## src/rtl/mbc_pkg.sv

```systemverilog
`timescale 1ns/1ps
package mbc_pkg;
    typedef enum logic [2:0] {
        OP_IDLE,
        OP_CLEAR,
        OP_LOAD_CNT,
        OP_LOAD_MASK,
        OP_RETX,
        OP_STEP,
        OP_WRAP_ZERO,
        OP_WRAP_MIRROR
    } op_e;

    typedef enum logic [1:0] {
        ST_IDLE,
        ST_RUN,
        ST_TERM
    } phase_e;
endpackage

```

## src/rtl/mbc_decode.sv

```systemverilog
`timescale 1ns/1ps
module mbc_decode
    import mbc_pkg::*;
(
    input  logic cnt_rst,
    input  logic load,
    input  logic mask_sel,
    input  logic retx,
    input  logic cnt_en,
    input  logic wrap_sel,
    input  logic at_top,
    output op_e  op
);
    // Fixed priority: clear, load, retransmit, increment
    always_comb begin
        if (cnt_rst) begin
            op = OP_CLEAR;
        end else if (load) begin
            op = mask_sel ? OP_LOAD_MASK : OP_LOAD_CNT;
        end else if (retx) begin
            op = OP_RETX;
        end else if (cnt_en) begin
            if (!at_top) begin
                op = OP_STEP;
            end else begin
                op = wrap_sel ? OP_WRAP_MIRROR : OP_WRAP_ZERO;
            end
        end else begin
            op = OP_IDLE;
        end
    end
endmodule

```

## src/rtl/mbc_datapath.sv

```systemverilog
`timescale 1ns/1ps
module mbc_datapath
    import mbc_pkg::*;
#(
    parameter int AW = 18
) (
    input  logic          clk,
    input  logic          rst_n,
    input  op_e           op,
    input  logic [AW-1:0] addr_in,
    output logic [AW-1:0] cnt_q,
    output logic          at_top,
    output logic          nxt_full
);
    localparam logic [AW-1:0] ALL_ONES = {AW{1'b1}};
    localparam logic [AW-1:0] ZERO     = {AW{1'b0}};
    localparam logic [AW-1:0] ONE      = {{(AW-1){1'b0}}, 1'b1};

    logic [AW-1:0] mask_q;
    logic [AW-1:0] mirror_q;
    logic [AW-1:0] inc_raw;
    logic [AW-1:0] step_val;
    logic [AW-1:0] nxt_cnt;

    assign inc_raw = cnt_q + ONE;

    // Per-bit merge: masked bits take the incremented value, others hold
    for (genvar i = 0; i < AW; i++) begin : g_merge
        assign step_val[i] = mask_q[i] ? inc_raw[i] : cnt_q[i];
    end

    assign at_top = ((cnt_q & mask_q) == mask_q);

    always_comb begin
        nxt_cnt = cnt_q;
        unique case (op)
            OP_CLEAR:       nxt_cnt = ZERO;
            OP_LOAD_CNT:    nxt_cnt = addr_in;
            OP_RETX:        nxt_cnt = mirror_q;
            OP_STEP:        nxt_cnt = step_val;
            OP_WRAP_ZERO:   nxt_cnt = cnt_q & ~mask_q;
            OP_WRAP_MIRROR: nxt_cnt = mirror_q;
            OP_LOAD_MASK,
            OP_IDLE:        nxt_cnt = cnt_q;
            default:        nxt_cnt = cnt_q;
        endcase
    end

    assign nxt_full = ((nxt_cnt & mask_q) == mask_q);

    always_ff @(posedge clk or negedge rst_n) begin
        if (!rst_n) begin
            cnt_q    <= ZERO;
            mirror_q <= ZERO;
            mask_q   <= ALL_ONES;
        end else begin
            cnt_q <= nxt_cnt;
            if (op == OP_LOAD_CNT) mirror_q <= addr_in;
            if (op == OP_LOAD_MASK) mask_q <= addr_in;
            else if (op == OP_CLEAR) mask_q <= ALL_ONES;
        end
    end

    AST_HIGH_BITS_HOLD: assert property (@(posedge clk) disable iff (!rst_n)
        (op == OP_STEP) |=> ((cnt_q & ~mask_q) == $past(cnt_q & ~mask_q)));
    AST_WRAP_CLEARS: assert property (@(posedge clk) disable iff (!rst_n)
        (op == OP_WRAP_ZERO) |=> ((cnt_q & mask_q) == ZERO));
    AST_WRAP_RELOADS: assert property (@(posedge clk) disable iff (!rst_n)
        (op == OP_WRAP_MIRROR) |=> (cnt_q == $past(mirror_q)));
    AST_RETX_RELOADS: assert property (@(posedge clk) disable iff (!rst_n)
        (op == OP_RETX) |=> (cnt_q == $past(mirror_q)));
    AST_CLEAR_STATE: assert property (@(posedge clk) disable iff (!rst_n)
        (op == OP_CLEAR) |=> (cnt_q == ZERO && mask_q == ALL_ONES && $stable(mirror_q)));
    AST_MASK_LOAD_KEEPS_CNT: assert property (@(posedge clk) disable iff (!rst_n)
        (op == OP_LOAD_MASK) |=> $stable(cnt_q));
    AST_IDLE_HOLDS: assert property (@(posedge clk) disable iff (!rst_n)
        (op == OP_IDLE) |=> $stable(cnt_q));
endmodule

```

## src/rtl/mbc_fsm.sv

```systemverilog
`timescale 1ns/1ps
module mbc_fsm
    import mbc_pkg::*;
(
    input  logic clk,
    input  logic rst_n,
    input  op_e  op,
    input  logic nxt_full,
    output logic cnt_int_n
);
    phase_e state_q;
    phase_e state_d;

    always_comb begin
        state_d = state_q;
        unique case (op)
            OP_CLEAR,
            OP_LOAD_CNT,
            OP_RETX:        state_d = ST_IDLE;
            OP_STEP,
            OP_WRAP_ZERO,
            OP_WRAP_MIRROR: state_d = nxt_full ? ST_TERM : ST_RUN;
            OP_LOAD_MASK,
            OP_IDLE:        state_d = state_q;
            default:        state_d = state_q;
        endcase
    end

    always_ff @(posedge clk or negedge rst_n) begin
        if (!rst_n) state_q <= ST_IDLE;
        else        state_q <= state_d;
    end

    always_comb begin
        cnt_int_n = (state_q != ST_TERM);
    end

    AST_RESTART_CLEARS_INT: assert property (@(posedge clk) disable iff (!rst_n)
        (op == OP_CLEAR || op == OP_LOAD_CNT || op == OP_RETX) |=> cnt_int_n);
    AST_HOLD_KEEPS_INT: assert property (@(posedge clk) disable iff (!rst_n)
        (op == OP_IDLE || op == OP_LOAD_MASK) |=> $stable(cnt_int_n));
endmodule

```

## src/rtl/burst_addr_gen.sv

```systemverilog
`timescale 1ns/1ps
module burst_addr_gen
    import mbc_pkg::*;
#(
    parameter int AW = 18
) (
    input  logic          clk,
    input  logic          rst_n,
    input  logic [AW-1:0] addr_in,
    input  logic          load,
    input  logic          cnt_en,
    input  logic          cnt_rst,
    input  logic          retx,
    input  logic          wrap_sel,
    input  logic          mask_sel,
    output logic [AW-1:0] addr_out,
    output logic          cnt_int_n
);
    localparam logic [AW-1:0] ONE = {{(AW-1){1'b0}}, 1'b1};

    op_e  op;
    logic at_top;
    logic nxt_full;

    mbc_decode u_decode (
        .cnt_rst  (cnt_rst),
        .load     (load),
        .mask_sel (mask_sel),
        .retx     (retx),
        .cnt_en   (cnt_en),
        .wrap_sel (wrap_sel),
        .at_top   (at_top),
        .op       (op)
    );

    mbc_datapath #(.AW(AW)) u_datapath (
        .clk      (clk),
        .rst_n    (rst_n),
        .op       (op),
        .addr_in  (addr_in),
        .cnt_q    (addr_out),
        .at_top   (at_top),
        .nxt_full (nxt_full)
    );

    mbc_fsm u_fsm (
        .clk       (clk),
        .rst_n     (rst_n),
        .op        (op),
        .nxt_full  (nxt_full),
        .cnt_int_n (cnt_int_n)
    );

    AST_MASK_CONTIGUOUS: assert property (@(posedge clk) disable iff (!rst_n)
        (load && !cnt_rst && mask_sel) |-> ((addr_in & (addr_in + ONE)) == '0));
    AST_LOAD_CNT_VISIBLE: assert property (@(posedge clk) disable iff (!rst_n)
        (load && !cnt_rst && !mask_sel) |=> (addr_out == $past(addr_in)));
    AST_CLEAR_WINS: assert property (@(posedge clk) disable iff (!rst_n)
        cnt_rst |=> (addr_out == '0 && cnt_int_n));
endmodule

```

## config.mk

```make
export PLATFORM = sky130hd
export DESIGN_NAME = burst_addr_gen
export DESIGN_NICKNAME = d
export VERILOG_FILES = /design/src/rtl/mbc_pkg.sv /design/src/rtl/mbc_decode.sv /design/src/rtl/mbc_datapath.sv /design/src/rtl/mbc_fsm.sv /design/src/rtl/burst_addr_gen.sv
export SDC_FILE = /design/constraint.sdc
export NUM_CORES = 1
export LEC_CHECK = 0
export ABC_AREA = 1
export BUFFER_PORTS_ARGS = -buffer_cell sky130_fd_sc_hd__buf_2
export CAP_MARGIN = 20
export CORE_AREA = 2 2 96 135
export CTS_CLUSTER_SIZE = 40
export DETAILED_ROUTE_END_ITERATION = 7
export DIE_AREA = 0 0 98 137
export PLACE_DENSITY = 0.52
export SYNTH_ARGS = -nofsm -noshare
export SYNTH_HDL_FRONTEND = slang
export SYNTH_SLANG_ARGS = --single-unit
```

## constraint.sdc

```tcl
create_clock -name clk -period 2.1 [get_ports clk]
set_input_delay 0.315 -clock clk [delete_from_list [all_inputs] [get_ports clk]]
set_output_delay 0.315 -clock clk [all_outputs]
set_load 0.02 [all_outputs]
```

After elaboration in Yosys (flattened, before gate mapping)
Cells that the tools add are included.
{"block": "word_totals", "reg_bits": 56, "elab_cells": 55, "ramBits": 0, "rom_bits": 0, "latchBits": 0, "n_memories": 0, "input_bits": 26}
{"block": "op_classes", "n_lt_le_gt_ge": 0, "bitwise_logic": 4, "n_reduce_logical": 6, "n_mul": 0, "mux": 30, "n_addsub": 1, "shift": 0, "eq_ne": 10, "n_div": 0}
{"operator": "$pmux 18 s6", "n": 1}
{"operator": "$and 18x18->18", "n": 3}
{"operator": "$eq 18x18->1", "n": 2}
{"operator": "$mux 18", "n": 2}
{"operator": "$mux 1", "n": 20}
{"operator": "$add 18x1->18 const B", "n": 1}
{"operator": "$not 18->18", "n": 1}
{"operator": "$mux 3", "n": 5}
{"operator": "$eq 3x3->1 const B", "n": 4}
{"operator": "$eq 3x2->1 const B", "n": 2}
{"operator": "$reduce_or 3->1", "n": 2}
{"operator": "$pmux 2 s2", "n": 1}
{"operator": "$reduce_or 2->1", "n": 2}
{"operator": "$eq 3x1->1 const B", "n": 1}
{"operator": "$logic_not 3->1", "n": 1}
{"operator": "$mux 2", "n": 1}
{"operator": "$ne 2x2->1 const B", "n": 1}
{"operator": "$reduce_bool 2->1", "n": 1}

Longest topological paths before layout
{"block": "depth", "depth_word": 14, "mapped_depth": 23, "mapped_depth_nobuf": 22}

Cells and area by module
A second synthesis with hierarchy kept.
{"block": "hier_totals", "hier_cells": 485, "area_unflattened_um2": 3458.3}
{"module": "mbc_datapath", "seq_area_each_um2": 1373.8, "area_per_inst_um2": 3285.7, "n_inst": 1, "cells_per_inst": 456}
{"module": "mbc_fsm", "seq_area_each_um2": 50.0, "area_per_inst_um2": 115.1, "n_inst": 1, "cells_per_inst": 16}
{"module": "mbc_decode", "seq_area_each_um2": 0.0, "area_per_inst_um2": 57.6, "n_inst": 1, "cells_per_inst": 13}

Worst setup path after synthesis
No wires, ideal clock.
{"block": "synth_timing", "path_type": "reg-to-reg", "startpoint": "reg u_datapath.cnt_q[0]", "endpoint": "reg u_fsm.state_q[1]", "n_path_buf": 1, "arrival_time_ps": 2377, "t_required_ps": 1983, "slack_ps": -394, "stages_incl_launch_ff": 24, "setup_time_ps": 117, "path_cell_list": "dfrtp_1 inv_1 ha_1 inv_1 nand2_1 nor2_1 nand2_1 nor2_4 nand3_1 nand2_2 nand2_8 nand3_4 nand2_2 buf_4 nand2_1 nand2_1 nor2_1 nand2_1 nand2_1 nor2_1 nand3_1 nor2_1 nand2_1 nand2_1"}
{"block": "synth_between", "elab_chain_len": 14, "word_cells_on_any_way": 44, "cone_classes": "add/sub (1); eq/ne (9); mux (26); bitwise (3); reduce/logical (5)"}
{"element": "start, declared", "line_no": "mbc_datapath.sv:11", "source": "output logic [AW-1:0] cnt_q,"}
{"element": "start signal, assigned", "line_no": "mbc_datapath.sv:57", "source": "cnt_q <= nxt_cnt;"}
{"element": "$and 18x18->18", "line_no": "mbc_datapath.sv:32", "source": "assign at_top = ((cnt_q & mask_q) == mask_q);"}
{"element": "$eq 18x18->1", "line_no": "mbc_datapath.sv:32"}
{"element": "$mux 3", "line_no": "mbc_decode.sv:23", "source": "if (!at_top) begin"}
{"element": "$mux 3", "line_no": "mbc_decode.sv:22", "source": "end else if (cnt_en) begin"}
{"element": "$mux 3", "line_no": "mbc_decode.sv:20", "source": "end else if (retx) begin"}
{"element": "$mux 3", "line_no": "mbc_decode.sv:18", "source": "end else if (load) begin"}
{"element": "$mux 3", "line_no": "mbc_decode.sv:16", "source": "if (cnt_rst) begin"}
{"element": "$eq 3x2->1, or another cell as far along", "line_no": "mbc_datapath.sv:36, mbc_fsm.sv:16"}
{"element": "$reduce_or 2->1 (on tied branches)"}
{"element": "$pmux 18 s6", "line_no": "mbc_datapath.sv:36", "source": "unique case (op)"}
{"element": "$and 18x18->18", "line_no": "mbc_datapath.sv:49", "source": "assign nxt_full = ((nxt_cnt & mask_q) == mask_q);"}
{"element": "$eq 18x18->1", "line_no": "mbc_datapath.sv:49"}
{"element": "$mux 2", "line_no": "mbc_fsm.sv:22", "source": "OP_WRAP_MIRROR: state_d = nxt_full ? ST_TERM : ST_RUN;"}
{"element": "$pmux 2 s2", "line_no": "mbc_fsm.sv:16", "source": "unique case (op)"}
{"element": "end signal, assigned", "line_no": "mbc_fsm.sv:31", "source": "else state_q <= state_d;"}
{"element": "end, declared", "line_no": "mbc_fsm.sv:11", "source": "phase_e state_q;"}
Several ways; a longest one is shown, not always the timed one.
A chain may end at the register's enable or synchronous reset.

Worst setup path after layout
{"block": "layout_timing", "startpoint": "reg u_datapath.cnt_q[0]", "endpoint": "reg u_fsm.state_q[0]"}
Same word-level chain as after synthesis.

==> metrics.md <==
| Metric | Value |
|---|---|
| Largest area contributor in the netlist | dfrtp_1 |
| Height of the die | 137 µm |
| DR WL met2 | 7.50 mm |
| Routed len/inst | around 16 µm |
| Largest net degree at the start of global routing | 25 |
| Synth top area cells | dfrtp_1 27%, nand2_1 17%, dfstp_2 13%, inv_1 8.4%, nand3_1 6.6% |
| Final WS setup | -0.640 ns |
| Status | finished with violations |
| Unrepaired setup endpoints after global routing | true |
| Final Hold Vio Count | 0 |
| Final setup vio count | 39 |
| Clock-pin slew of the registers on the worst-case setup and hold paths | ~0.080 ns |
| Worst-path fanout max | 9 |
| Syn-to-layout area delta | 57.0% |
| Setup crit start kind | register |
| Max layer used | met4 |
| Least-Margin Pin Slew | 0.511 ns |
| Synth unique cells | 34 |
| Setup Skew | just over 0.01 ns |
| Most common cell in the netlist | nand2_1 |
| CP Data Arrival Time | roughly 2.9 ns |
| Post-route clock period utilization | 130% |
| Synth Instances | ~500 |
| Net count after synthesis | between 500 and 600 |
| Clk_lat worst skew | approximately 0.31 ns |
| Failing checks | setup timing |
| Final GP Congestion | about 0.86 |
| Rel. slew slack | about two thirds |
| DP HPWL | roughly 9.3 mm |
| Pint | about 2.1 mW |
| Final Instance Area | around 5600 µm² |
| Rows | 48 |
| Leak Pwr | 3.02 nW |
| Seq pwr share | roughly two fifths |
| Setup TNS Final | -7.16 ns |
| Starting Density | ~29% |
| Number of global-route vias before repair | approximately 4000 |
| Share of the synthesized area in the top cell type | 26.6% |
| Final min period | around 2.7 ns |
| Clock net sink count | 56 |
| Net switching share of the total power | about a third |
| Max rail drop VDD | slightly below 0.3 mV |
| Sequential cell area fraction in the yosys report | 39.9% |
| Antenna viol nets, final | 0 |
| Num CTS Buffers | 5 |
| Routed wl met3 | approximately 390 µm |
| Core ar. | 12200 µm² |
| Synth top cells by count | 161 x nand2_1, 80 x inv_1, 52 x nor2_1 |
| Die area | about 13000 µm² |
| IO Count | 45 |
| P per Cell Area | about 570 nW/µm² |
| CTS tree | done |
| Max Clk Rate | between 300 and 400 MHz |
| Area of the mapped netlist | ~3600 µm² |
| P_sw | between 1 and 1.5 mW |
| First-pass GRT wire length | a little over 20 mm |
| DRC violations left | 0 |
| Grt ovf | 0 |
| Initial antenna violation count | 0 |
| Synth warn | 0 |
| Layout net count | 722 |
| H-tree levels | 2 |
| GR Util All Layers | between 10% and 20% |
| Wl on met1 | between 5 and 6 mm |
| Cell Area, Placed | 4810 µm² |
| Ant diodes | 0 |
| Layout cells sized above 1 | between 40% and 50% |
| First-pass DRT Iterations | 4 |
| CP Data Required Time | roughly 2.3 ns |
| DR vias/cell | roughly 4.7 |
| Min-delay worst type | in -> reg |
| Crit path kind | reg -> reg |
| Async S/R FF share, synth | 100% |
| Max clock buf depth | 2 |
| Root Driver | clkbuf_16 |
| Drt total wl | about 14 mm |
| Mapped Avg Cell Area | 6.96 µm² |
| Top FF cell, synth | dfrtp_1 |
| Drt initial violations | between 150 and 200 |
| Flops & latches, synth | between 50 and 60 |
| Final Max Slew Viols | 0 |
| Via count | around 4000 |
| Die Width | 98 µm |
| Number of flops mapped to enable cells by yosys | 0 |
| MaxCap Viol Count | 0 |
| Logic pwr share | approximately 33% |
| Clk pwr share | a little over a quarter |
| CP endpoint kind | register |
| IO buf count | 44 |
==> worst max-delay path, stage by stage, from the launching register on <==
cell      delay (ns)
dfrtp_2         0.37
inv_2           0.05
ha_4            0.15
inv_2           0.03
nand2_1         0.04
nor2_1          0.13
nand2_2         0.08
nor2_4          0.15
nand3_2         0.09
buf_4           0.16
a21oi_4         0.19
nand3_4         0.15
nand2_8         0.11
buf_8           0.16
nand2_1         0.08
nand2_2         0.09
nor2_4          0.04
nand2_1         0.06
nand2_1         0.06
nor2_2          0.14
nand3_2         0.09
o21bai_1        0.12
nand2_1         0.06
==> layout make-up <==
| type | count | area [µm²] |
|---|---|---|
| clock inverter | 1 | 5.00 |
| tap | 150 | 188 |
| fill | 1244 | 6580 |
| clock buffer | 7 | 133 |
| timing repair buffer | 184 | 1480 |
| multi-input combinational | 353 | 2030 |
| sequential | 56 | 1430 |
| inverter | 93 | 352 |
==> cell usage in the layout (no fill, tap or decap), types with 3 or more instances in the layout <==
cell / instances
nand2_1: 129
buf_4: 108
inv_1: 77
buf_2: 44
nand3_1: 41
dfrtp_1: 37
nor2_1: 31
nand2_2: 27
buf_6: 21
nor2_2: 18
o22ai_1: 18
dfstp_2: 18
inv_2: 15
xor2_1: 13
o21ai_2: 13
nand2_4: 9
nor3_1: 8
nand3_2: 7
clkbuf_16: 7
nor2_4: 6
o21ai_1: 6
buf_12: 6
nand4_1: 5
o21ai_0: 3
==> state kept, by name, indices dropped and copies added (netlist names) <==
register	count
u_datapath.mirror_q	18
u_fsm.state_q	2
u_datapath.mask_q	18
u_datapath.cnt_q	18
==> path summary, 6_finish.rpt <==
check | from | endpoint | slack (ns) | cells past startpoint
worst min-delay path | addr_in[10] | u_datapath.mask_q[10]$_DFFE_PN1P_ | 0.25 | 3
worst min register to register | u_fsm.state_q[1]$_DFFE_PN0P_ | u_fsm.state_q[1]$_DFFE_PN0P_ | 0.48 | 2
max in group asynchronous | rst_n | u_datapath.mask_q[12]$_DFFE_PN1P_ | 0.91 | 3
worst max-delay path | u_datapath.cnt_q[0]$_DFF_PN0_ | u_fsm.state_q[0]$_DFFE_PN0P_ | -0.64 | 22
min in group asynchronous | rst_n | u_datapath.cnt_q[1]$_DFF_PN0_ | 0.51 | 2
worst max register to register | u_datapath.cnt_q[0]$_DFF_PN0_ | u_fsm.state_q[0]$_DFFE_PN0P_ | -0.64 | 22
==> metrics by stage <==
step	hold WS [ns]	total power, mW	setup WS [ns]	std cells	util, %
after CTS	0.253	3.07	-0.556	829	42.5
final	0.254	3.19	-0.640	844	46.0
after global placement	0.311	2.14	-0.583	808	39.5
after floorplan	0.0194	1.71	-0.285	513	-
after global routing	0.257	3.36	-0.765	844	46.0
after detailed placement	0.314	2.15	-0.613	808	39.5
==> logic make-up after synthesis <==
group	Yosys count	share of synthesized area [%]
compound gates	43	7.04
xor+xnor	13	3.19
fa+ha+maj	3	1.05
buf+inv	104	12.0
flops	56	39.9
simple gates	294	36.8
==> metal layers <==
layer	global-route usage, %	vias to the layer above
met3	2.81	28
met5	0	-
met4	5.94	0
met2	37.9	75
met1	22.1	1908
li1	-	1951
==> power by group through the flow <==
stage | sequential, mW | clock, mW | combinational (mW)
after global routing | 1.31 | 0.924 | 1.13
after detailed placement | 1.31 | 0 | 0.841
after global placement | 1.31 | 0 | 0.835
after floorplan | 1.38 | 0 | 0.331
final | 1.30 | 0.844 | 1.04
after CTS | 1.29 | 0.877 | 0.900
==> what timing repair did <==
item | in CTS | in global routing
setup buffers | 12 | 16
setup endpoints to repair | 28 | 48
gates resized for setup | 39 | 90
hold buffers | 1 | 0
endpoints found under the hold margin | 11 | 0
gates cloned | 1 | 3
pin swaps | 15 | 29
(Power assumes the default switching activity.)
